**config.mk**
```make
export PLATFORM = sky130hd
export DESIGN_NAME = ramp_lane_track
export DESIGN_NICKNAME = d
export VERILOG_FILES = /design/src/rtl/adc_ramp_pkg.sv /design/src/rtl/ramp_lane_track.sv
export SDC_FILE = /design/constraint.sdc
export NUM_CORES = 1
export LEC_CHECK = 0
export CAP_MARGIN = 40
export CORE_MARGIN = 1.5
export CORE_UTILIZATION = 31
export DETAILED_ROUTE_END_ITERATION = 6
export DONT_BUFFER_PORTS = 1
export HOLD_SLACK_MARGIN = 0.03
export PLACE_DENSITY = 0.57
export SLEW_MARGIN = 20
export SYNTH_ARGS = -nofsm -noshare
export SYNTH_HDL_FRONTEND = slang
export SYNTH_SLANG_ARGS = --single-unit
export TNS_END_PERCENT = 100
```
**constraint.sdc**
```tcl
create_clock -name clk -period 3.52 [get_ports clk]
set_input_delay 0.176 -clock clk [delete_from_list [all_inputs] [get_ports clk]]
set_output_delay 0.176 -clock clk [all_outputs]
set_load 0.1 [all_outputs]
```
**src/rtl/adc_ramp_pkg.sv**
```systemverilog
package adc_ramp_pkg;
  typedef enum logic {
    LANE_HUNT  = 1'b0,
    LANE_TRACK = 1'b1
  } lane_mode_e;

  localparam int unsigned LANE_I = 0;
  localparam int unsigned LANE_Q = 1;
  localparam int unsigned LANE_COUNT = 2;
endpackage

```
**src/rtl/ramp_lane_track.sv**
```systemverilog
module ramp_lane_track
  import adc_ramp_pkg::*;
#(
  parameter int unsigned SAMPLE_W = 14
) (
  input  logic                clk,
  input  logic                rst_n,
  input  logic                arm,
  input  logic                valid,
  input  logic [SAMPLE_W-1:0] sample,
  output logic                locked,
  output logic                miss
);
  localparam logic [SAMPLE_W-1:0] RAMP_ZERO = '0;
  localparam logic [SAMPLE_W-1:0] RAMP_STEP = {{(SAMPLE_W-1){1'b0}}, 1'b1};

  lane_mode_e          mode_q, mode_d;
  logic [SAMPLE_W-1:0] expect_q, expect_d;
  logic                upd_en;

  // Registers only move on a valid sample, or while held in the disarmed state.
  assign upd_en = !arm || valid;

  always_comb begin
    mode_d   = mode_q;
    expect_d = expect_q;
    if (!arm) begin
      mode_d   = LANE_HUNT;
      expect_d = RAMP_ZERO;
    end else if (valid) begin
      case (mode_q)
        LANE_HUNT: begin
          if (sample == RAMP_ZERO) begin
            mode_d   = LANE_TRACK;
            expect_d = RAMP_STEP;
          end
        end
        LANE_TRACK: begin
          expect_d = expect_q + RAMP_STEP;
        end
        default: begin
          mode_d   = LANE_HUNT;
          expect_d = RAMP_ZERO;
        end
      endcase
    end
  end

  always_ff @(posedge clk or negedge rst_n) begin
    if (!rst_n) begin
      mode_q   <= LANE_HUNT;
      expect_q <= RAMP_ZERO;
    end else if (upd_en) begin
      mode_q   <= mode_d;
      expect_q <= expect_d;
    end
  end

  assign locked = arm && (mode_q == LANE_TRACK);
  assign miss   = arm && valid && (mode_q == LANE_TRACK) && (sample != expect_q);
endmodule

```
==> qor.txt, run 1 <==
EDFF count, synth = 0
Area Overhead vs Synth = 6.39%
diode count = 0
routed length per instance = 14.4 um
CTS tree = built
M2 GR Usage = 22.2%
required time worst endpoint = 3.34 ns
port bufs = 0
DR DRC count = 0
worst reg2reg path depth = 3
Routed Wire Length = 2360 um
VDD IR max = 0.0000688 V
post-detail-place hpwl = 1790 um
Post-Synthesis Cell Area = 1060 um^2
# H-tree levels = 1
Clock transition at path regs = 0.08 ns
Post-synth top cells = dfrtp_1 (15), o21ai_1 (10), xor2_1 (10)
Die Wd = 61.4 um
post-CTS setup repair buffer count = 0
Worst Setup End Kind = primary output
Multi-input gate area = 633 um^2
Boundary Pins = 20
top post-synthesis cells by area = dfrtp_1 (36%), xor2_1 (8.3%), o21ai_1 (4.7%)
Final nets = 138
path type of the worst setup path = register to primary output
most used standard cell by instance count after synthesis = dfrtp_1
DRT Pass-1 Iters = 4
Initial Util = 31.9%
post-synth net total = 138
antenna violations before repair = 0
Yosys reg bits = 15
DIE AREA = 3770 um^2
FMAX = 524 MHz
Worst Tran Pin Value = 0.819 ns
Routability Congestion = 0.784
RSZ-0062 raised after global routing = false
HP Class = primary input to register
Reg area = 375 um^2
Tmin final = 1.91 ns
vias in the first global route = 790
Syn Inst Count = 119
hold path depth = 2
status = finished clean
clock root buffer = clkbuf_4
mean post-synth cell area = 8.88 um^2
Seq/Total Area, Yosys = 35.5%
WP data arrival = 1.73 ns
Filler Cells Inserted = 362
Synth area leader = dfrtp_1
grt total ovfl = 0
max_cap viols = 0
final hold violations = 0
gr usage total = 13.6%
final period utilization = 54.2%
largest net degree at the start of global routing = 16
post-synthesis async set-or-reset flop share = 100%
DRT iter0 DRCs = 45
PD cells = 258 nW/um^2
Chip Height = 61.4 um
share of the synthesized area in the top cell type = 35.5%
Fin Clk Skew = 0.00583 ns
final setup vio count = 0
global-route wire length before repair = 3730 um
Yosys Warn Count = 0
FP Rows = 21
max-slew violations = 0
grt met1 use = 17.9%
GRT Max-Usage Layer = met2
Setup TNS = 0 ns
Routed Antenna Nets = 0
via count = 898
Max Fanout on Critical Path = 12
clk_lat worst skew = 0.29 ns
Num CTS Buffers = 3
CP Launch Type = register
Synth Flop Type = dfrtp_1
met3 Resource Use GR = 2.52%
share of cells above drive strength 1 = 9.32%
clock tree sinks = 15
post-synth cell types = 36
clock tree buffer depth = 2
final core utilization = 34.0%
via-per-instance ratio = 5.48
slew margin rel. = 45.3%
Static Leak = 0.499 nW
CORE AREA = 3310 um^2
==> state kept, by name, indices dropped and copies added (netlist names) <==
register,count
mode_q,1
expect_q,14
==> repair_timing <==
| item | 4_1_cts | 5_1_grt |
|---|---|---|
| hold endpoints to repair | 15 | 0 |
| resized for setup | 0 | 0 |
| hold buffers | 1 | 0 |
==> path summary, 6_finish.rpt <==
kind	startpoint	endpoint	slack [ns]
worst max-delay path	mode_q	miss	1.61
max in group asynchronous	rst_n	expect_q[0]	2.72
worst max register to register	mode_q	expect_q[13]	1.90
worst min-delay path	arm	mode_q	0.05
worst min register to register	expect_q[12]	expect_q[12]	0.52
min in group asynchronous	rst_n	expect_q[9]	0.36
==> metal layers <==
layer	share of wire, %	up-vias
li1	-	451
met1	47	411
met2	46	31
met3	5.8	5
met4	1.7	0
met5	0	-
==> per-stage QoR <==
step | power, mW | hold WS [ns] | setup slack, ns | instance area (um^2) | std cells
finish | 0.290 | 0.0477 | 1.61 | 1120 | 164
global route | 0.303 | 0.0594 | 1.50 | 1120 | 164
CTS | 0.294 | 0.0399 | 1.61 | 1120 | 164
detailed placement | 0.190 | -0.119 | 1.91 | 1090 | 159
global placement | 0.189 | -0.119 | 1.71 | 1080 | 158
floorplan | 0.188 | -0.120 | 0.990 | 1060 | 119
==> where the power goes <==
part / internal [mW] / switching [mW]
clock: 0.0441 / 0.0554
sequential: 0.172 / 0.00000264
combinational: 0.00866 / 0.00997
==> cell type report <==
type / count / area share [%]
multi-input cells: 94 / 56.3
flip-flops and latches: 15 / 33.4
well taps: 46 / 5.12
clock buffers: 4 / 2.34
repair buffers: 3 / 2.22
inverters: 2 / 0.667
==> cell families (layout without fill, tap and decap cells) <==
logic type                 after synthesis  after routing  synth area share, %
and+or+nand+nor                         40             40                 22.7
adders and majority gates                1              1                 1.18
DFF                                     15             15                 35.5
xor gates and xnor gates                14             14                 11.6
AOI/OAI and AO/OA                       39             39                 23.8
buffers and inverters                   10              9                 5.21
==> cell usage in the layout (no fill, tap or decap), types with 2 or more instances in the layout <==
| master | n |
|---|---|
| a21oi_1 | 3 |
| a31oi_1 | 5 |
| a41oi_1 | 4 |
| and3_1 | 5 |
| and4_1 | 3 |
| buf_4 | 2 |
| clkbuf_4 | 3 |
| dfrtp_1 | 15 |
| inv_1 | 2 |
| nand2_1 | 9 |
| nand3_1 | 4 |
| nand4_1 | 2 |
| nor2_1 | 6 |
| nor4_1 | 2 |
| nor4_2 | 3 |
| o21ai_0 | 6 |
| o21ai_1 | 10 |
| o22a_1 | 2 |
| o31ai_1 | 2 |
| xnor2_1 | 4 |
| xor2_1 | 10 |
==> critical path, cell delays in order (launching register included) <==
cell     delay, ns
dfrtp_1       0.44
nand3_1       0.40
a31oi_2       0.29
buf_4         0.32
No activity file was read; power rests on OpenSTA's default activity.
==> run 2, diff against run 1 <==
--- a/config.mk
+++ b/config.mk
@@ -11,7 +11,7 @@
 export DETAILED_ROUTE_END_ITERATION = 6
 export DONT_BUFFER_PORTS = 1
 export HOLD_SLACK_MARGIN = 0.03
-export PLACE_DENSITY = 0.57
+export PLACE_DENSITY = 0.58
 export SLEW_MARGIN = 20
 export SYNTH_ARGS = -nofsm -noshare
 export SYNTH_HDL_FRONTEND = slang
==> constraint.sdc (replaced) <==
create_clock -name clk -period 1.7 [get_ports clk]
set_input_delay 0.085 -clock clk [delete_from_list [all_inputs] [get_ports clk]]
set_output_delay 0.085 -clock clk [all_outputs]
set_load 0.1 [all_outputs]
==> qor.txt, run 2 (synthesis results as in run 1) <==
slew margin rel. = 53.7% (was 45.3%)
CP Launch Type = register (unchanged)
FP Rows = 21 (unchanged)
DR DRC count = 0 (unchanged)
FMAX = 590 MHz
max reg flops = 14 (unchanged)
DIE AREA = 3770 um^2 (unchanged)
routed length per instance = 14.8 um (was 14.4 um)
final setup vio count = 0 (unchanged)
Worst Tran Pin Value = 0.693 ns (was 0.819 ns)
Final WS setup = 0.00519 ns (was 1.61 ns)
path type of the worst setup path = register to primary output (unchanged)
grt total ovfl = 0 (unchanged)
Worst Setup End Kind = primary output (unchanged)
port bufs = 0 (unchanged)
Die Wd = 61.4 um (unchanged)
final hold violations = 0 (unchanged)
total power = 0.622 mW (was 0.290 mW)
status = finished clean (unchanged)
Fin Clk Skew = 0.00619 ns (was 0.00583 ns)
clock tree sinks = 15 (unchanged)
antenna violations before repair = 0 (unchanged)
max_cap viols = 0 (unchanged)
DRT Pass-1 Iters = 4 (unchanged)
Area Overhead vs Synth = 27.3% (was 6.39%)
clock root buffer = clkbuf_4 (unchanged)
Routed Wire Length = 2740 um (was 2360 um)
share of cells above drive strength 1 = 28.8% (was 9.32%)
via-per-instance ratio = 5.49 (was 5.48)
PD cells = 462 nW/um^2 (was 258 nW/um^2)
Chip Height = 61.4 um (unchanged)
Reg with most FFs = expect_q (unchanged)
final hold slack = 0.0597 ns (was 0.0477 ns)
fin area = 1350 um^2 (was 1120 um^2)
gr usage total = 14.8% (was 13.6%)
DRT iter0 DRCs = 66 (was 45)
Final nets = 159 (was 138)
CTS tree = built (unchanged)
global-route wire length before repair = 4120 um (was 3730 um)
largest net degree at the start of global routing = 16 (unchanged)
Num CTS Buffers = 3 (unchanged)
Hold Path Origin = arm (unchanged)
WP data arrival = 1.61 ns (was 1.73 ns)
Max Fanout on Critical Path = 6 (was 12)
clock tree buffer depth = 2 (unchanged)
final period utilization = 99.7%
Setup TNS = 0 ns (unchanged)
max-slew violations = 0 (unchanged)
Filler Cells Inserted = 337 (was 362)
Static Leak = 0.610 nW (was 0.499 nW)
top flop regs = expect_q (14), mode_q (1) (unchanged)
# H-tree levels = 1 (unchanged)
required time worst endpoint = 1.62 ns (was 3.34 ns)
Reg-to-Reg Start = expect_q[0] (was mode_q)
hold path depth = 2 (unchanged)
via count = 1,015 (was 898)
Hold Path End = expect_q[3] (was mode_q)
most frequent cells in the layout = buf_4 (19), xor2_1 (10), o21ai_1 (10) (was dfrtp_1 (15), xor2_1 (10), o21ai_1 (10))
Post-DP Area = 1150 um^2 (was 1090 um^2)
Initial Util = 31.9% (unchanged)
R2R setup slack = 0.14 ns (was 1.90 ns)
commonest non-fill, non-tap cell in the layout = buf_4 (was dfrtp_1)
HP Class = primary input to register (unchanged)
clk_lat worst skew = 0.30 ns (was 0.29 ns)
post-detail-place hpwl = 1960 um (was 1790 um)
RSZ-0062 raised after global routing = true (was false)
VDD IR max = 0.000160 V (was 0.0000688 V)
Reg-to-Reg End = expect_q[13] (unchanged)
Boundary Pins = 20 (unchanged)
Tmin final = 1.69 ns
Clock transition at path regs = 0.09 ns (was 0.08 ns)
vias in the first global route = 929 (was 790)
CORE AREA = 3310 um^2 (unchanged)
diode count = 0 (unchanged)
post-place setup slack = 0.138 ns (was 1.91 ns)
Routability Congestion = 0.817 (was 0.784)
Routed Antenna Nets = 0 (unchanged)
worst reg2reg path depth = 5 (was 3)
## run 2: cell count changes in the layout (fill, tap and decap cells not counted), sizes merged
cell,change
buf,+18
dlygate4sd3,+3
## run 2: critical path, cell delays in order, from the launching register on
cell and delay (ns):
dfrtp_2 0.45, xor2_1 0.18, nor4_2 0.35, a31oi_4 0.15
buf_12 0.19
## run 2: layout make-up
class	instances	area [um^2]	area share (%)
Inverter	2	7.51	0.558
Timing Repair Buffer	24	203	15.1
Clock buffer	4	26.3	1.95
Sequential cell	15	383	28.4
Tap cell	46	57.6	4.28
Multi-Input combinational cell	94	669	49.7
## run 2: worst max path at each step
stage	start	end	slack (ns)
after floorplan	expect_q[4]	miss	0.17
after global placement	expect_q[0]	miss	0.22
after detailed placement	expect_q[4]	miss	0.14
after CTS	expect_q[7]	miss	-0.03
after global routing	expect_q[6]	miss	-0.07
final	expect_q[5]	miss	0.005
## run 2: through the flow
stage               std cells  utilization [%]
global route              185             40.7
CTS                       176             37.9
floorplan                 119                -
finish                    185             40.7
global placement          165             34.9
detailed placement        165             34.9
## run 2: where the power goes
part | switching (mW) | leakage [nW] | total [mW] | internal, mW
registers | 0.00000389 | 0.200 | 0.356 | 0.356
clock network | 0.126 | 0.0150 | 0.217 | 0.0915
logic | 0.0245 | 0.395 | 0.0482 | 0.0237
## run 2: metal layers
metal | wire length [um] | share of wire [%] | vias to the layer above | track usage (%)
met2 | 1310 | 48 | 30 | 24.3
met3 | 154 | 5.6 | 6 | 1.89
li1 | - | - | 491 | -
met4 | 58 | 2.1 | 0 | 7.90
met1 | 1210 | 44 | 488 | 19.0
met5 | 0 | 0 | - | 0
## run 2: repair_timing
action                                 in CTS  in global routing
hold buffers                                4                  0
pin swaps                                   3                  9
endpoints found under the hold margin      17                  0
setup endpoints to repair                   1                  3
buffers inserted                            3                  9
resized for setup                           3                  8
==> run 3, diff against run 2 <==
--- a/config.mk
+++ b/config.mk
@@ -8,10 +8,11 @@
 export CAP_MARGIN = 40
 export CORE_MARGIN = 1.5
 export CORE_UTILIZATION = 31
+export CTS_CLUSTER_DIAMETER = 200
 export DETAILED_ROUTE_END_ITERATION = 6
 export DONT_BUFFER_PORTS = 1
 export HOLD_SLACK_MARGIN = 0.03
-export PLACE_DENSITY = 0.58
+export PLACE_DENSITY = 0.57
 export SLEW_MARGIN = 20
 export SYNTH_ARGS = -nofsm -noshare
 export SYNTH_HDL_FRONTEND = slang
==> constraint.sdc (replaced) <==
create_clock -name clk -period 1.99 [get_ports clk]
set_input_delay 0.0995 -clock clk [delete_from_list [all_inputs] [get_ports clk]]
set_output_delay 0.0995 -clock clk [all_outputs]
set_load 0.1 [all_outputs]
==> qor.txt, run 3 (synthesis results as in run 1) <==
max reg flops = 14 (unchanged)
Setup TNS = 0 ns (unchanged)
Chip Height = 61.4 um (unchanged)
final hold slack = 0.0689 ns (was 0.0597 ns)
CTS tree = built (unchanged)
post-place setup slack = 0.431 ns (was 0.138 ns)
Routed Antenna Nets = 0 (unchanged)
HP Class = primary input to register (unchanged)
port bufs = 0 (unchanged)
largest net degree at the start of global routing = 16 (unchanged)
commonest non-fill, non-tap cell in the layout = dfrtp_1 (was buf_4)
vias in the first global route = 896 (was 929)
global-route wire length before repair = 3950 um (was 4120 um)
Final WS setup = 0.200 ns (was 0.00519 ns)
via-per-instance ratio = 5.56 (was 5.49)
critical path cell sequence = xor2_1, nor4_1, a31oi_2, buf_4 (was xor2_1, nor4_2, a31oi_4, buf_12)
Routability Congestion = 0.801 (was 0.817)
max_cap viols = 0 (unchanged)
clock tree sinks = 15 (unchanged)
gr usage total = 14.1% (was 14.8%)
path type of the worst setup path = register to primary output (unchanged)
Clock transition at path regs = 0.10 ns (was 0.09 ns)
FP Rows = 21 (unchanged)
final setup vio count = 0 (unchanged)
Max Fanout on Critical Path = 8 (was 6)
Crit-path slowest cell = dfrtp_1 (was dfrtp_2)
Tmin final = 1.79 ns
clock share of power = 35.1% (was 34.9%)
DIE AREA = 3770 um^2 (unchanged)
Routed Wire Length = 2460 um (was 2740 um)
Num CTS Buffers = 3 (unchanged)
Static Leak = 0.522 nW (was 0.610 nW)
Psw = 0.128 mW (was 0.150 mW)
most frequent cells in the layout = dfrtp_1 (15), xor2_1 (10), o21ai_1 (10) (was buf_4 (19), xor2_1 (10), o21ai_1 (10))
Initial Util = 31.9% (unchanged)
VDD IR max = 0.000145 V (was 0.000160 V)
Die Wd = 61.4 um (unchanged)
Boundary Pins = 20 (unchanged)
Fin Clk Skew = 0.00801 ns (was 0.00619 ns)
Largest stage delay, worst path = 0.48 ns (was 0.45 ns)
DRT iter0 DRCs = 58 (was 66)
Reg-to-Reg End = expect_q[13] (unchanged)
hold path depth = 3 (was 2)
via count = 934 (was 1,015)
Stages on worst setup path = 4 (unchanged)
RSZ-0062 raised after global routing = false (was true)
final hold violations = 0 (unchanged)
post-detail-place hpwl = 1850 um (was 1960 um)
Area Overhead vs Synth = 9.82% (was 27.3%)
R2R setup slack = 0.40 ns (was 0.14 ns)
fin area = 1160 um^2 (was 1350 um^2)
Worst path top cell family by delay = flip-flops (unchanged)
Final nets = 142 (was 159)
clock root buffer = clkbuf_4 (unchanged)
antenna violations before repair = 0 (unchanged)
Reg power frac = 58.1% (was 57.3%)
Post-DP Area = 1100 um^2 (was 1150 um^2)
switch share = 24.5% (was 24.1%)
# H-tree levels = 1 (unchanged)
required time worst endpoint = 1.89 ns (was 1.62 ns)
FMAX = 559 MHz
Hold Path Origin = arm (unchanged)
status = finished clean (unchanged)
share of total power in combinational logic = 6.8% (was 7.8%)
DRT Pass-1 Iters = 4 (unchanged)
Filler Cells Inserted = 351 (was 337)
clock tree buffer depth = 2 (unchanged)
PD cells = 452 nW/um^2 (was 462 nW/um^2)
worst reg2reg path depth = 4 (was 5)
clk_lat worst skew = 0.29 ns (was 0.30 ns)
Worst Tran Pin Value = 0.731 ns (was 0.693 ns)
DR DRC count = 0 (unchanged)
post-CTS setup repair buffer count = 0 (was 3)
CP Launch Type = register (unchanged)
slew margin rel. = 51.1% (was 53.7%)
grt total ovfl = 0 (unchanged)
max-slew violations = 0 (unchanged)
Worst Setup End Kind = primary output (unchanged)
Internal = 0.396 mW (was 0.472 mW)
routed length per instance = 14.6 um (was 14.8 um)
top flop regs = expect_q (14), mode_q (1) (unchanged)
WP data arrival = 1.69 ns (was 1.61 ns)
WP buf/inv = 1 (unchanged)
CORE AREA = 3310 um^2 (unchanged)
Reg with most FFs = expect_q (unchanged)
share of cells above drive strength 1 = 11.5% (was 28.8%)
Reg-to-Reg Start = expect_q[4] (was expect_q[0])
Hold Path End = expect_q[0] (was expect_q[3])
diode count = 0 (unchanged)
final period utilization = 89.9%
## run 3: changes by cell type in the layout (fill, tap and decap cells not counted), sizes merged
cell,previous run,this run
buf,20,4
clkbuf,4,3
clkinv,0,1
dlygate4sd3,4,3
## run 3: worst max-delay path by stage
stage / slack [ns] / from / endpoint
finish: 0.20 / expect_q[4] / miss
global route: 0.13 / expect_q[4] / miss
CTS: 0.21 / expect_q[4] / miss
detailed placement: 0.43 / expect_q[4] / expect_q[13]
global placement: 0.49 / expect_q[4] / expect_q[13]
floorplan: 0.20 / mode_q / miss
## run 3: final cells by class
type | count | area, um^2 | share of cell area (%)
multi-input cells | 94 | 633 | 54.5
repair buffers | 7 | 60.1 | 5.17
well taps | 46 | 57.6 | 4.96
clock buffers | 3 | 22.5 | 1.94
flip-flops and latches | 15 | 375 | 32.3
inverters | 2 | 7.51 | 0.647
clock inverters | 1 | 5.00 | 0.431
## run 3: stage by stage
step / total power, mW / util (%) / cells
global route: 0.544 / 35.1 / 168
global placement: 0.337 / 33.3 / 161
CTS: 0.529 / 35.1 / 168
floorplan: 0.332 / - / 119
finish: 0.525 / 35.1 / 168
detailed placement: 0.337 / 33.3 / 161
## run 3: what timing repair did
item	in CTS	in global routing
hold endpoints to repair	17	0
hold buffers	3	0
resized for setup	0	0
## run 3: power by group through the flow
stage	Clock, mW	Combinational [mW]	Sequential, mW
4_1_cts	0.189	0.0362	0.305
5_1_grt	0.200	0.0394	0.305
6_report	0.184	0.0358	0.305
2_1_floorplan	0	0.0216	0.311
3_3_place_gp	0	0.0265	0.311
3_5_place_dp	0	0.0262	0.311
## run 3: per-layer routing
metal	vias up	wire [um]	track usage, %
li1	454	-	-
met1	444	1130	17.9
met2	31	1170	23.7
met3	5	109	1.26
met4	0	45	7.29
met5	-	0	0
## run 3: tightest hold or removal path: cells and delay by family
family	cells	cell delay, ns
buffers and inverters	1	0.07
AO/OA/AOI/OAI	2	0.15
